==> config.mk <==
export PLATFORM = sky130hd
export DESIGN_NAME = rd_path_ctrl
export DESIGN_NICKNAME = d
export VERILOG_FILES = /design/src/rtl/rpc_pkg.sv /design/src/rtl/rpc_lane_sel.sv /design/src/rtl/rpc_miss_route.sv /design/src/rtl/rd_path_ctrl.sv
export SDC_FILE = /design/constraint.sdc
export NUM_CORES = 1
export LEC_CHECK = 0
export BUFFER_PORTS_ARGS = -buffer_cell sky130_fd_sc_hd__buf_2
export CORE_AREA = 5 5 161 163
export CTS_CLUSTER_SIZE = 28
export DETAILED_ROUTE_END_ITERATION = 7
export DIE_AREA = 0 0 166 168
export PLACE_DENSITY = 0.57
export SETUP_SLACK_MARGIN = 0.3
export SYNTH_ARGS = -nofsm -noshare
export SYNTH_HDL_FRONTEND = slang
export SYNTH_SLANG_ARGS = --single-unit
==> constraint.sdc <==
create_clock -name clk_i -period 2.9 [get_ports clk_i]
set_clock_uncertainty 0.2 [all_clocks]
set_input_delay 0.725 -clock clk_i [delete_from_list [all_inputs] [get_ports clk_i]]
set_output_delay 0.725 -clock clk_i [all_outputs]
set_load 0.02 [all_outputs]
==> src/rtl/rpc_pkg.sv <==
package rpc_pkg;
  localparam int DW = 32;
  localparam int FW = 3;

  localparam logic [1:0] SZ_BYTE = 2'd0;
  localparam logic [1:0] SZ_HALF = 2'd1;
  localparam logic [1:0] SZ_WORD = 2'd2;

  localparam logic [1:0] OP_LOOK  = 2'd0;
  localparam logic [1:0] OP_FILL  = 2'd1;
  localparam logic [1:0] OP_FLUSH = 2'd2;

  localparam logic [FW-1:0] FLT_NONE  = 3'd0;
  localparam logic [FW-1:0] FLT_ALIGN = 3'd1;

  typedef enum logic [3:0] {
    S_IDLE, S_XLAT, S_RBUF, S_MAIN, S_MINI, S_DRAIN, S_FILL, S_FLUSH, S_MEM
  } st_e;
endpackage

==> src/rtl/rpc_lane_sel.sv <==
module rpc_lane_sel
  import rpc_pkg::*;
(
  input  logic [DW-1:0] word_i,
  input  logic [1:0]    lo_i,
  input  logic [1:0]    size_i,
  input  logic          big_i,
  output logic [DW-1:0] val_o
);
  logic [1:0]    lane;
  logic [4:0]    sh;
  logic [DW-1:0] shifted;

  always_comb begin
    lane = 2'd0;
    if (size_i == SZ_HALF)      lane = {big_i ^ lo_i[1], 1'b0};
    else if (size_i == SZ_BYTE) lane = {big_i, big_i} ^ lo_i;
    sh      = {lane, 3'b000};
    shifted = word_i >> sh;
    case (size_i)
      SZ_HALF: val_o = {{(DW-16){1'b0}}, shifted[15:0]};
      SZ_BYTE: val_o = {{(DW-8){1'b0}}, shifted[7:0]};
      default: val_o = word_i;
    endcase
  end
endmodule

==> src/rtl/rpc_miss_route.sv <==
module rpc_miss_route #(
  parameter int            AW     = 32,
  parameter logic [AW-1:0] WIN_LO = 32'hE000_0000,
  parameter logic [AW-1:0] WIN_HI = 32'hE800_0000
) (
  input  logic [AW-1:0] pa_i,
  input  logic          c_i,
  input  logic          b_i,
  input  logic          dcen_i,
  output logic          in_win_o,
  output logic          flush_o,
  output logic          drain_o,
  output logic          fill_o
);
  always_comb begin
    in_win_o = (pa_i >= WIN_LO) && (pa_i < WIN_HI);
    flush_o  = in_win_o && c_i;
    drain_o  = !in_win_o && b_i;
    fill_o   = !in_win_o && c_i && dcen_i;
  end
endmodule

==> src/rtl/rd_path_ctrl.sv <==
module rd_path_ctrl
  import rpc_pkg::*;
#(
  parameter int            AW     = 32,
  parameter logic [AW-1:0] WIN_LO = 32'hE000_0000,
  parameter logic [AW-1:0] WIN_HI = 32'hE800_0000
) (
  input  logic          clk_i,
  input  logic          rst_ni,
  input  logic          cfg_mmu_en_i,
  input  logic          cfg_align_chk_i,
  input  logic          cfg_dcache_en_i,
  input  logic          cfg_big_end_i,
  input  logic          req_valid_i,
  input  logic [AW-1:0] req_va_i,
  input  logic [1:0]    req_size_i,
  output logic          tlb_req_o,
  output logic [AW-1:0] tlb_va_o,
  input  logic          tlb_ack_i,
  input  logic [FW-1:0] tlb_fault_i,
  input  logic [AW-1:0] tlb_pa_i,
  input  logic          tlb_c_i,
  input  logic          tlb_b_i,
  output logic          rb_req_o,
  output logic [AW-1:0] rb_va_o,
  input  logic          rb_ack_i,
  input  logic          rb_hit_i,
  input  logic [FW-1:0] rb_fault_i,
  input  logic [DW-1:0] rb_data_i,
  output logic          mc_req_o,
  output logic          nc_req_o,
  output logic [1:0]    cache_op_o,
  output logic [AW-1:0] cache_va_o,
  output logic [AW-1:0] cache_pa_o,
  input  logic          mc_ack_i,
  input  logic          mc_hit_i,
  input  logic [DW-1:0] mc_data_i,
  input  logic          nc_ack_i,
  input  logic          nc_hit_i,
  input  logic [DW-1:0] nc_data_i,
  output logic          wb_drain_o,
  input  logic          wb_ack_i,
  output logic          mem_req_o,
  output logic [AW-1:0] mem_addr_o,
  output logic [1:0]    mem_size_o,
  input  logic          mem_ack_i,
  input  logic [DW-1:0] mem_data_i,
  output logic          done_o,
  output logic [DW-1:0] data_o,
  output logic [FW-1:0] fault_o
);
  st_e           st, nxt;
  logic [AW-1:0] va_q, pa_q;
  logic [1:0]    size_q;
  logic          raw_q, c_q, b_q;
  logic          done_q;
  logic [DW-1:0] data_q;
  logic [FW-1:0] fault_q;

  logic          fin, use_lane, misal;
  logic [FW-1:0] fin_flt;
  logic [DW-1:0] fin_word, lane_in, lane_out, fin_data;
  logic          in_win, do_flush, do_drain, do_fill;
  logic [AW-1:0] lo_mask;

  rpc_lane_sel u_lane (
    .word_i (lane_in),
    .lo_i   (va_q[1:0]),
    .size_i (size_q),
    .big_i  (cfg_big_end_i),
    .val_o  (lane_out)
  );

  rpc_miss_route #(.AW(AW), .WIN_LO(WIN_LO), .WIN_HI(WIN_HI)) u_route (
    .pa_i     (pa_q),
    .c_i      (c_q),
    .b_i      (b_q),
    .dcen_i   (cfg_dcache_en_i),
    .in_win_o (in_win),
    .flush_o  (do_flush),
    .drain_o  (do_drain),
    .fill_o   (do_fill)
  );

  assign misal = cfg_align_chk_i &&
                 (((req_size_i == SZ_WORD) && (req_va_i[1:0] != 2'b00)) ||
                  ((req_size_i == SZ_HALF) && req_va_i[0]));

  always_comb begin
    case (st)
      S_RBUF:  lane_in = rb_data_i;
      S_MAIN:  lane_in = mc_data_i;
      S_MINI:  lane_in = nc_data_i;
      S_FILL:  lane_in = b_q ? mc_data_i : nc_data_i;
      default: lane_in = '0;
    endcase
  end

  always_comb begin
    nxt      = st;
    fin      = 1'b0;
    use_lane = 1'b0;
    fin_flt  = FLT_NONE;
    fin_word = '0;
    case (st)
      S_IDLE: if (req_valid_i) begin
        if (!cfg_mmu_en_i) nxt = S_MEM;
        else if (misal) begin fin = 1'b1; fin_flt = FLT_ALIGN; end
        else nxt = S_XLAT;
      end
      S_XLAT: if (tlb_ack_i) begin
        if (tlb_fault_i != FLT_NONE) begin fin = 1'b1; fin_flt = tlb_fault_i; end
        else nxt = S_RBUF;
      end
      S_RBUF: if (rb_ack_i) begin
        if (rb_hit_i) begin
          fin = 1'b1;
          fin_flt = rb_fault_i;
          use_lane = (rb_fault_i == FLT_NONE);
        end else nxt = S_MAIN;
      end
      S_MAIN: if (mc_ack_i) begin
        if (mc_hit_i) begin fin = 1'b1; use_lane = 1'b1; end
        else nxt = S_MINI;
      end
      S_MINI: if (nc_ack_i) begin
        if (nc_hit_i) begin fin = 1'b1; use_lane = 1'b1; end
        else if (in_win) begin
          if (do_flush) nxt = S_FLUSH;
          else fin = 1'b1;
        end
        else if (do_drain) nxt = S_DRAIN;
        else nxt = do_fill ? S_FILL : S_MEM;
      end
      S_DRAIN: if (wb_ack_i) nxt = do_fill ? S_FILL : S_MEM;
      S_FILL:  if (b_q ? mc_ack_i : nc_ack_i) begin fin = 1'b1; use_lane = 1'b1; end
      S_FLUSH: if (b_q ? mc_ack_i : nc_ack_i) fin = 1'b1;
      S_MEM:   if (mem_ack_i) begin fin = 1'b1; fin_word = mem_data_i; end
      default: nxt = S_IDLE;
    endcase
    if (fin) nxt = S_IDLE;
    fin_data = use_lane ? lane_out : fin_word;
  end

  always_ff @(posedge clk_i or negedge rst_ni) begin
    if (!rst_ni) begin
      st      <= S_IDLE;
      va_q    <= '0;
      pa_q    <= '0;
      size_q  <= SZ_WORD;
      raw_q   <= 1'b0;
      c_q     <= 1'b0;
      b_q     <= 1'b0;
      done_q  <= 1'b0;
      data_q  <= '0;
      fault_q <= FLT_NONE;
    end else begin
      st     <= nxt;
      done_q <= fin;
      if (fin) begin
        data_q  <= fin_data;
        fault_q <= fin_flt;
      end
      if (st == S_IDLE && req_valid_i) begin
        va_q   <= req_va_i;
        size_q <= req_size_i;
        raw_q  <= !cfg_mmu_en_i;
      end
      if (st == S_XLAT && tlb_ack_i) begin
        pa_q <= tlb_pa_i;
        c_q  <= tlb_c_i;
        b_q  <= tlb_b_i;
      end
    end
  end

  always_comb begin
    case (size_q)
      SZ_BYTE: lo_mask = AW'(3);
      SZ_HALF: lo_mask = AW'(2);
      default: lo_mask = '0;
    endcase
  end

  assign tlb_req_o  = (st == S_XLAT);
  assign tlb_va_o   = va_q;
  assign rb_req_o   = (st == S_RBUF);
  assign rb_va_o    = va_q;
  assign mc_req_o   = (st == S_MAIN) || (b_q && (st == S_FILL || st == S_FLUSH));
  assign nc_req_o   = (st == S_MINI) || (!b_q && (st == S_FILL || st == S_FLUSH));
  assign cache_op_o = (st == S_FILL) ? OP_FILL : (st == S_FLUSH) ? OP_FLUSH : OP_LOOK;
  assign cache_va_o = va_q;
  assign cache_pa_o = pa_q;
  assign wb_drain_o = (st == S_DRAIN);
  assign mem_req_o  = (st == S_MEM);
  assign mem_addr_o = raw_q ? va_q : (pa_q | (va_q & lo_mask));
  assign mem_size_o = size_q;
  assign done_o     = done_q;
  assign data_o     = data_q;
  assign fault_o    = fault_q;
endmodule

# Yosys cells after proc, flatten, opt, wreduce, memory -nomap -nowiden
# Index checks and enable logic that the tools add are counted.
[op_classes]
addsub = 0
mul = 0
div_mod_pow = 0
order_cmp = 2
eq_ne = 24
shift = 1
n_mux = 60
bitwise_logic = 4
reduce_logical = 27
[op_table]
columns = ["cell", "count"]
rows = [
  ["$mux W32", 5],
  ["$pmux W32 S4", 1],
  ["$mux W4", 17],
  ["$pmux W32 S2", 1],
  ["$and A32 B32 Y32", 1],
  ["$ge A32 B32 Y1 const B", 1],
  ["$lt A32 B32 Y1 const B", 1],
  ["$or A32 B32 Y32", 1],
  ["$shr A32 B5 Y16", 1],
  ["$pmux W4 S7", 1],
  ["$mux W1", 23],
  ["$ne A3 B3 Y1 const B", 6],
  ["$eq A4 B3 Y1 const B", 4],
  ["$reduce_and A13 Y1", 1],
  ["$logic_and A1 B1 Y1", 12],
  ["$mux W3", 4],
  ["$ne A3 B1 Y1 const B", 3],
  ["$pmux W3 S3", 1],
  ["$eq A4 B2 Y1 const B", 2],
  ["$mux W2", 4],
  ["$ne A4 B4 Y1 const B", 2],
  ["$pmux W1 S7", 1],
  ["$eq A2 B1 Y1 const B", 2],
  ["$eq A4 B1 Y1 const B", 1],
  ["other kinds (17)", 22],
]
[word_totals]
ff_bits = 109
latch_bits = 0
ramBits = 0
mem_bits_ro = 0
in_bits = 218
mem_count = 0

# Depth between registers and ports, before layout
# Gate-level depths: netlist of run 1.
[depth]
word_depth = 12
ltp_mapped = 10

# Hierarchy
# Synthesis of run 1 repeated with hierarchy kept, for this count alone.
[unflattened]
cells_unflattened = 706
hier_area_um2 = 6784.0
[modules_own_cells]
columns = ["mod", "instances", "cells_each", "area_per_inst_um2", "seq_area_each_um2"]
rows = [
  ["rd_path_ctrl", 1, 619, 6159.7, 2728.9],
  ["rpc_lane_sel", 1, 80, 581.8, 0.0],
  ["rpc_miss_route", 1, 7, 42.5, 0.0],
]

# Worst setup path before layout of run 1
# Ideal clock, no wire load.
[synth_path]
kind = "reg2reg"
startpoint = "register st[1]"
endpoint = "register data_q[19], in the netlist data_o[19]"
setup_ps = 126
t_arrival_ps = 2106
setup_slack_ps = 468
stages_incl_launch_ff = 9
n_path_buf = 3
cell_sequence = "dfrtp_1 buf_6 or4b_4 o32ai_2 nor4_2 and3_1 buf_6 buf_6 a221o_1"
[synth_between]
elab_chain_cells = 4
word_cells_on_any_way = 15
[synth_lines]
columns = ["element", "line", "rtl"]
rows = [
  ["from (decl)", "rd_path_ctrl.sv:52", "st_e st, nxt;"],
  ["from (signal assigned)", "rd_path_ctrl.sv:158", "st <= nxt;"],
  ["$eq A4 B3 Y1 / $eq A4 B2 Y1 (equally long branches)", "rd_path_ctrl.sv:90, rd_path_ctrl.sv:105", ""],
  ["$pmux W32 S4", "rd_path_ctrl.sv:90", "case (st)"],
  ["$pmux W32 S2", "rpc_lane_sel.sv:20", "case (size_i)"],
  ["$mux W32", "rd_path_ctrl.sv:142", "fin_data = use_lane ? lane_out : fin_word;"],
  ["to (signal assigned)", "rd_path_ctrl.sv:161", "data_q <= fin_data;"],
  ["to (decl)", "rd_path_ctrl.sv:57", "logic [DW-1:0] data_q;"],
]
# Parallel ways exist; a longest one is shown, timed or not.
# A chain may end at the register's enable or synchronous reset.

# Worst setup path in the final report of run 1
[layout_path]
startpoint = "register st[0]"
endpoint = "register data_q[20], in the netlist data_o[20]"
# Same word-level chain as after synthesis.

==> summary.md, run 1 <==
| Metric | Value |
|---|---|
| Status | finished clean |
| First-pass GRT wire length | 49,700 µm |
| Worst Path Max Fanout | 12 |
| PnR worst setup slack | 0.318 ns |
| Fill cells | 2,417 |
| Dpl ws | 0.186 ns |
| Placer Congestion | 0.981 |
| Worst-path clk slew | 0.08 ns |
| CTS root buf | clkbuf_16 |
| Clock Path Buffers | 2 |
| Lkg Pwr | 5.00 nW |
| Flop pwr share | 23.2% |
| Vias in the first global route | 7,651 |
| Initial antenna violation count | 2 |
| RSZ-0062 raised after global routing | yes |
| WP data arrival | 2.68 ns |
| Final wirelength | 34,500 µm |
| Cts bufs inserted | 9 |
| Most frequent cells in the layout | buf_2, dfrtp_1, mux2_2, buf_4, nand2_1 |
| Compound-gate portion of the synthesized area | 21.4% |
| Worst Path Class, Setup | register to register |
| Antenna Violating Nets Remaining | 0 |
| Int Pwr | 0.00636 W |
| Buffers added on ports | 423 |
| Chip Height | 168 µm |
| Max-cap violations | 0 |
| Full die area | 27,900 µm² |
| Max H-tree Level | 3 |
| Cells after Synth | 734 |
| Delay-heaviest family, CP | compound AO/OA/AOI/OAI gates |
| Simple-gate share of the synthesized area | 13.6% |
| Total number of vias | 7,895 |
| Post-Syn Nets | 952 |
| Seq/Total Area, Yosys | 36.9% |
| Largest net degree at the start of global routing | 41 |
| Multi-input logic area | 3960 µm² |
| Fmax | 0.387 GHz |
| Crit path required time | 3.00 ns |
| Main combinational cell family by area after synthesis | compound AO/OA/AOI/OAI gates |
| Core area | 24,200 µm² |
| Synth Register Bits | 109 |
| EDFF count, synth | 0 |
| Yosys warns | 0 |
| Psw | 0.00666 W |
| Mean Syn Cell Area | 10.1 µm² |
| Tmin final | 2.58 ns |
| Crit start category | register |
| Post-Synth XOR/XNOR Area | 0.356% |
| Clock power frac | 10.4% |
| TritonCTS clock tree | built |
| Final setup viols | 0 |
| Fin crit share | 89.0% |
| Post-DP HPWL | 27,100 µm |
| PwrDens | 1260 nW/µm² |
| CP max stage delay | 0.69 ns |
| Die Wd | 166 µm |
| Peak VDD IR | 0.00135 V |
| Least-Margin Pin Slew | 0.743 ns |
| CP Capture Type | register |
| Switching Share | 51.2% |
| Adder-Cell Fraction of Synth Area | 0% |
| Reg2reg start | st[0]$_DFFE_PN0P_ |
| Final hold vios | 0 |
| Fin Setup TNS | 0 ns |
| Wire per inst | 23.8 µm |
| Post-CTS Hold Buffers | 0 |
| Num rows | 57 |
| Unique masters post-synth | 74 |
| Worst hold slack | 0.165 ns |
| Storage cell area | 2730 µm² |
| Area growth from synthesis to layout | 39.4% |
| Buf/Inv on CP | 1 |
| Reg2Reg Depth | 6 |
| Initial Utilization | 30.6% |
| Slew Viols, Final | 0 |
| Async SR Flop Fraction | 100% |
| Worst-path cell chain | buf_12 > or4b_2 > o22a_2 > a31o_2 > a31oi_2 > a221o_1 |
| Initial DRC Count | 707 |
| IO Pins | 424 |
| Post-synthesis mux area share | 16.4% |
| Clk Latency, worst-skew pair | 0.36 ns |
| Max stage delay cell, worst path | or4b_2 |
| Synthesized area | 7390 µm² |
| GR Overflow Total | 0 |
| Reg2reg end | data_o[20]$_DFFE_PN0P_ |
| Top FF cell, synth | dfrtp_1 |
| Nets | 1,336 |
| Hold WC Path Type | input port to async pin |
| Commonest non-fill, non-tap cell in the layout | buf_2 |
| Relative slew slack | 50.1% |
| Total power draw | 0.0130 W |
| Layout cells sized above 1 | 57.6% |
| Sink Count | 109 |
| TritonRoute pass-1 iters | 5 |
| DRC viols | 0 |
| Reg-to-reg slack, setup | 0.32 ns |
| Combinational share of power | 66.5% |
| Gr usage total | 23.0% |
| Vias per cell | 5.45 |
metal layers:
metal  GRT usage [%]  wire, µm  vias up
li1                -         -     3535
met1            31.9     15200     3885
met5               0         0        -
met4            6.13       844        0
met3            5.25      2430       57
met2            36.4     16000      418
worst max-delay path by stage:
stage	from	to	slack [ns]	depth (start not counted)
floorplan	st[1]$_DFFE_PN0P_	data_o[19]$_DFFE_PN0P_	0.47	8
detailed placement	tlb_fault_i[1]	st[0]$_DFFE_PN0P_	0.19	8
finish	st[0]$_DFFE_PN0P_	data_o[20]$_DFFE_PN0P_	0.32	6
CTS	mem_size_o[0]$_DFFE_PN0P_	mem_addr_o[0]	0.26	4
global route	st[2]$_DFFE_PN0P_	data_o[20]$_DFFE_PN0P_	0.26	6
global placement	tlb_fault_i[1]	st[0]$_DFFE_PN0P_	0.24	8
synth_stat cells, types with 18 or more instances:
master	n	share of area, %
dfrtp_1	108	37
mux2_2	97	15
nand2_1	40	2.0
and3_1	20	1.7
buf_4	65	6.6
a221o_1	22	3.0
inv_1	19	0.96
o211ai_1	23	2.3
nand4_1	18	1.5
clkbuf_1	31	1.6
o21ai_0	24	1.6
o221ai_1	18	2.1
what timing repair did:
item	in CTS	in global routing
buffers inserted	17	5
pin swaps	2	4
endpoints found under the setup margin	32	37
cloned	1	1
resized for setup	22	23
sequential cells by signal (all words and copies together), names as in the netlist:
register    cells
b_q             1
done_o          1
raw_q           1
st              4
mem_size_o      2
cache_va_o     32
c_q             1
cache_pa_o     32
fault_o         3
data_o         32
power by group through the flow:
stage | clock network, W | registers [W] | logic (W)
floorplan | 0 | 0.00362 | 0.00498
global placement | 0 | 0.00300 | 0.00815
detailed placement | 0 | 0.00303 | 0.00816
CTS | 0.00139 | 0.00300 | 0.00841
global route | 0.00144 | 0.00312 | 0.00908
finish | 0.00135 | 0.00302 | 0.00865
worst reg2reg max path, cell delays in order, from the launching register on:
cell	delay [ns]
dfrtp_2	0.45
buf_12	0.15
or4b_2	0.69
o22a_2	0.28
a31o_2	0.34
a31oi_2	0.27
a221o_1	0.14
layout make-up:
type                            instances  area share, %
Clock inverter                          6          0.789
Timing Repair Buffer                  495           27.2
Inverter                               20          0.729
Sequential cell                       109           26.5
Multi-Input combinational cell        483           38.5
Clock buffer                           10           2.32
Antenna cell                            2         0.0486
Tap cell                              324           3.93
metrics by stage:
stage / cells / util [%] / cell area [µm²]
after floorplan: 734 / - / 7390
after global placement: 1407 / 39.7 / 9610
after detailed placement: 1407 / 39.7 / 9610
after CTS: 1441 / 41.9 / 10100
after global routing: 1449 / 42.6 / 10300
final: 1449 / 42.6 / 10300
kinds of logic (layout without fill, tap and decap cells):
family	after synthesis	after routing
compound gates	205	205
simple gates	166	166
buf+inv	142	531
mux	109	109
flops	109	109
xor+xnor	3	3
other cells	0	2
Power figures use the tool's default switching activity.
==> run 2, diff against run 1 <==
--- a/config.mk
+++ b/config.mk
@@ -6,12 +6,13 @@
 export NUM_CORES = 1
 export LEC_CHECK = 0
 export BUFFER_PORTS_ARGS = -buffer_cell sky130_fd_sc_hd__buf_2
-export CORE_AREA = 5 5 161 163
+export CORE_AREA = 5 5 163 165
 export CTS_CLUSTER_SIZE = 28
 export DETAILED_ROUTE_END_ITERATION = 7
-export DIE_AREA = 0 0 166 168
-export PLACE_DENSITY = 0.57
+export DIE_AREA = 0 0 168 170
+export PLACE_DENSITY = 0.53
 export SETUP_SLACK_MARGIN = 0.3
 export SYNTH_ARGS = -nofsm -noshare
 export SYNTH_HDL_FRONTEND = slang
+export SYNTH_HIERARCHICAL = 1
 export SYNTH_SLANG_ARGS = --single-unit
==> summary.md, run 2 <==
| Metric | Value |
|---|---|
| Top-count cell post-synth | nand2_1 |
| Die Wd | 168 µm (+1.2%) |
| Max H-tree Level | 3 (unchanged) |
| Lkg Pwr | 5.29 nW (+5.7%) |
| Crit start category | register |
| Top FF cell, synth | dfrtp_1 |
| Max-cap violations | 0 (unchanged) |
| Clock power frac | 10.8% (+0.4 points) |
| Wire per inst | 20.9 µm (-12%) |
| Int Pwr | 0.00544 W (-14%) |
| Seq/Total Area, Yosys | 40.2% (+3.3 points) |
| Clock Path Buffers | 2 (unchanged) |
| Fmax | 0.386 GHz (-0.27%) |
| Worst Path Max Fanout | 6 (-6) |
| Final setup viols | 0 (unchanged) |
| Combinational share of power | 62.8% (-3.7 points) |
| Fin crit share | 89.3% (+0.24 points) |
| Least-Margin Pin Slew | 0.592 ns (-0.152 ns) |
| Num rows | 58 (+1.8%) |
| Synth top cells by count | nand2_1, dfrtp_1, buf_4 |
| Mean Syn Cell Area | 9.61 µm² (-4.6%) |
| Final wirelength | 29,500 µm (-15%) |
| Post-CTS Hold Buffers | 0 (unchanged) |
| Commonest non-fill, non-tap cell in the layout | buf_2 |
| Hold WC Path Type | input port to async pin |
| DRC viols | 0 (unchanged) |
| EDFF count, synth | 0 (unchanged) |
| TritonRoute pass-1 iters | 8 (+3) |
| Vias in the first global route | 6,722 (-12%) |
| Relative slew slack | 60.6% (+10 points) |
| Sink Count | 109 (unchanged) |
| Chip Height | 170 µm (+1.2%) |
| Yosys warns | 6 (+6) |
| Top-area cell type share of the netlist area | 39.8% (+3.3 points) |
| Area growth from synthesis to layout | 40.4% |
| Nets | 1,295 (-3.1%) |
| Post-synth top area cell | dfrtp_1 |
| Async SR Flop Fraction | 100% (unchanged) |
| Vias per cell | 4.92 (-9.8%) |
| Non-Filler Cell Area, Final | 9530 µm² (-7.5%) |
| WP data arrival | 1.66 ns (-1.02 ns) |
| First-pass GRT wire length | 41,600 µm (-16%) |
| Flop pwr share | 26.4% (+3.2 points) |
| CTS root buf | clkbuf_16 |
| Buffers added on ports | 423 (unchanged) |
| Psw | 0.00569 W (-15%) |
| Fin Setup TNS | 0 ns (unchanged) |
| Clk Latency, worst-skew pair | 0.35 ns (about the same) |
| Switching Share | 51.1% (about the same) |
| Cts bufs inserted | 9 (unchanged) |
| PwrDens | 1170 nW/µm² (-7.5%) |
| Worst Path Class, Setup | register to primary output |
| Most frequent cells in the layout | buf_2, nand2_1, dfrtp_1, inv_1, mux2_1 |
| Core area | 24,900 µm² (+3.0%) |
| Slew Viols, Final | 0 (unchanged) |
| Initial DRC Count | 529 (-25%) |
| Placer Congestion | 0.965 (-1.7%) |
| Worst hold slack | 0.171 ns (+0.00552 ns) |
| GR Overflow Total | 0 (unchanged) |
| Initial antenna violation count | 4 (+2) |
| Antenna Violating Nets Remaining | 0 (unchanged) |
| Fill cells | 2,519 (+4.2%) |
| Total power draw | 0.0111 W (-14%) |
| Total number of vias | 6,947 (-12%) |
| Gr usage total | 18.8% (-4.3 points) |
| TritonCTS clock tree | built |
| Placed instance area | 8930 µm² (-7.1%) |
| Final hold vios | 0 (unchanged) |
| CP Capture Type | primary output |
| Cells after Synth | 706 (-3.8%) |
| Status | finished clean |
| Worst-path clk slew | 0.08 ns (about the same) |
| Post-DP HPWL | 22,400 µm (-17%) |
| PnR worst setup slack | 0.311 ns (-0.00700 ns) |
| Initial Utilization | 27.3% (-3.3 points) |
| Crit path required time | 1.98 ns (-1.02 ns) |
| Post-Syn Nets | 924 (-2.9%) |
| Tmin final | 2.59 ns (+0.00700 ns) |
| Peak VDD IR | 0.000919 V (-32%) |
| Full die area | 28,600 µm² (+2.4%) |
| Synth Register Bits | 109 (unchanged) |
| Layout cells sized above 1 | 48.1% (-9.5 points) |
| IO Pins | 424 (unchanged) |
| Unique masters post-synth | 60 (-19%) |
| RSZ-0062 raised after global routing | yes |
| Top post-synthesis cells by area | dfrtp_1, mux2_1, buf_4 |
| Largest net degree at the start of global routing | 54 (+32%) |
| Dpl ws | 0.171 ns (-0.0148 ns) |
| Synthesized area | 6780 µm² (-8.2%) |
run 2: cell types whose count changed in the layout (fill, tap and decap cells not counted), moves of 16 or more:
cell,previous run,this run
nand2_1,39,110
nand4_1,18,0
a32oi_1,16,0
inv_1,17,62
mux2_2,97,5
a222oi_1,1,40
mux2_1,0,59
o221ai_1,18,0
o211ai_1,23,1
o21ai_0,23,7
buf_4,59,33
and3_1,18,35
run 2: routing by layer:
layer / part of all wire (%) / track usage (%) / vias to the layer above
met5: 0.044 / 0 / -
li1: - / - / 3220
met3: 7.6 / 3.79 / 39
met2: 50 / 32.9 / 329
met1: 40 / 23.5 / 3357
met4: 2.4 / 5.26 / 2
run 2: logic make-up (layout without fill, tap and decap cells):
family | Yosys count | in the layout | synth area share [%]
flip-flops | 109 | 109 | 40.2
AND/OR/NAND/NOR | 212 | 212 | 16.2
other | 0 | 2 | 0
AO/OA/AOI/OAI | 133 | 133 | 17.0
XOR/XNOR | 2 | 2 | 0.258
multiplexers | 74 | 74 | 12.1
buffers and inverters | 176 | 551 | 14.3
run 2: worst max-delay path, stage by stage (launching register included):
cell and delay, ns:
dfrtp_1 0.41, buf_4 0.17, nor4b_4 0.42, buf_12 0.19, buf_6 0.12
run 2: final cells by class:
class / instances / area, µm² / share of cell area, %
clock inverter: 6 / 47.5 / 0.499
antenna: 2 / 5.00 / 0.0525
timing repair buffer: 473 / 2690 / 28.3
sequential: 109 / 2740 / 28.7
tap: 330 / 413 / 4.33
multi-input combinational: 421 / 3170 / 33.3
inverter: 63 / 236 / 2.48
clock buffer: 9 / 225 / 2.36
run 2: repair_timing:
item,CTS,global route
cloned,1,3
endpoints found under the setup margin,29,40
pin swaps,2,12
buffers inserted,8,7
resized for setup,9,18
run 2: worst paths after layout:
| kind | cells past startpoint | startpoint | end | slack [ns] |
|---|---|---|---|---|
| worst max-delay path | 4 | st[3]$_DFFE_PN0P_ | rb_req_o | 0.31 |
| worst min-delay path | 1 | rst_ni | cache_pa_o[8]$_DFFE_PN0P_ | 0.17 |
| worst max register to register | 9 | st[2]$_DFFE_PN0P_ | data_o[8]$_DFFE_PN0P_ | 0.33 |
| worst min register to register | 2 | cache_pa_o[14]$_DFFE_PN0P_ | cache_pa_o[14]$_DFFE_PN0P_ | 0.30 |
| max in group asynchronous | 2 | rst_ni | raw_q$_DFFE_PN0P_ | 1.58 |
| min in group clk_i | 2 | cache_pa_o[14]$_DFFE_PN0P_ | cache_pa_o[14]$_DFFE_PN0P_ | 0.30 |
run 2: stage by stage:
stage / util [%] / std cells
finish: 38.3 / 1413
global route: 38.3 / 1413
floorplan: - / 706
CTS: 37.4 / 1401
detailed placement: 35.9 / 1377
global placement: 35.9 / 1377
run 2: power by group through the flow:
| stage | combinational, W | sequential [W] | clock, W |
|---|---|---|---|
| after floorplan | 0.00410 | 0.00351 | 0 |
| final | 0.00700 | 0.00294 | 0.00120 |
| after global placement | 0.00671 | 0.00297 | 0 |
| after CTS | 0.00690 | 0.00294 | 0.00124 |
| after detailed placement | 0.00672 | 0.00298 | 0 |
| after global routing | 0.00745 | 0.00306 | 0.00130 |
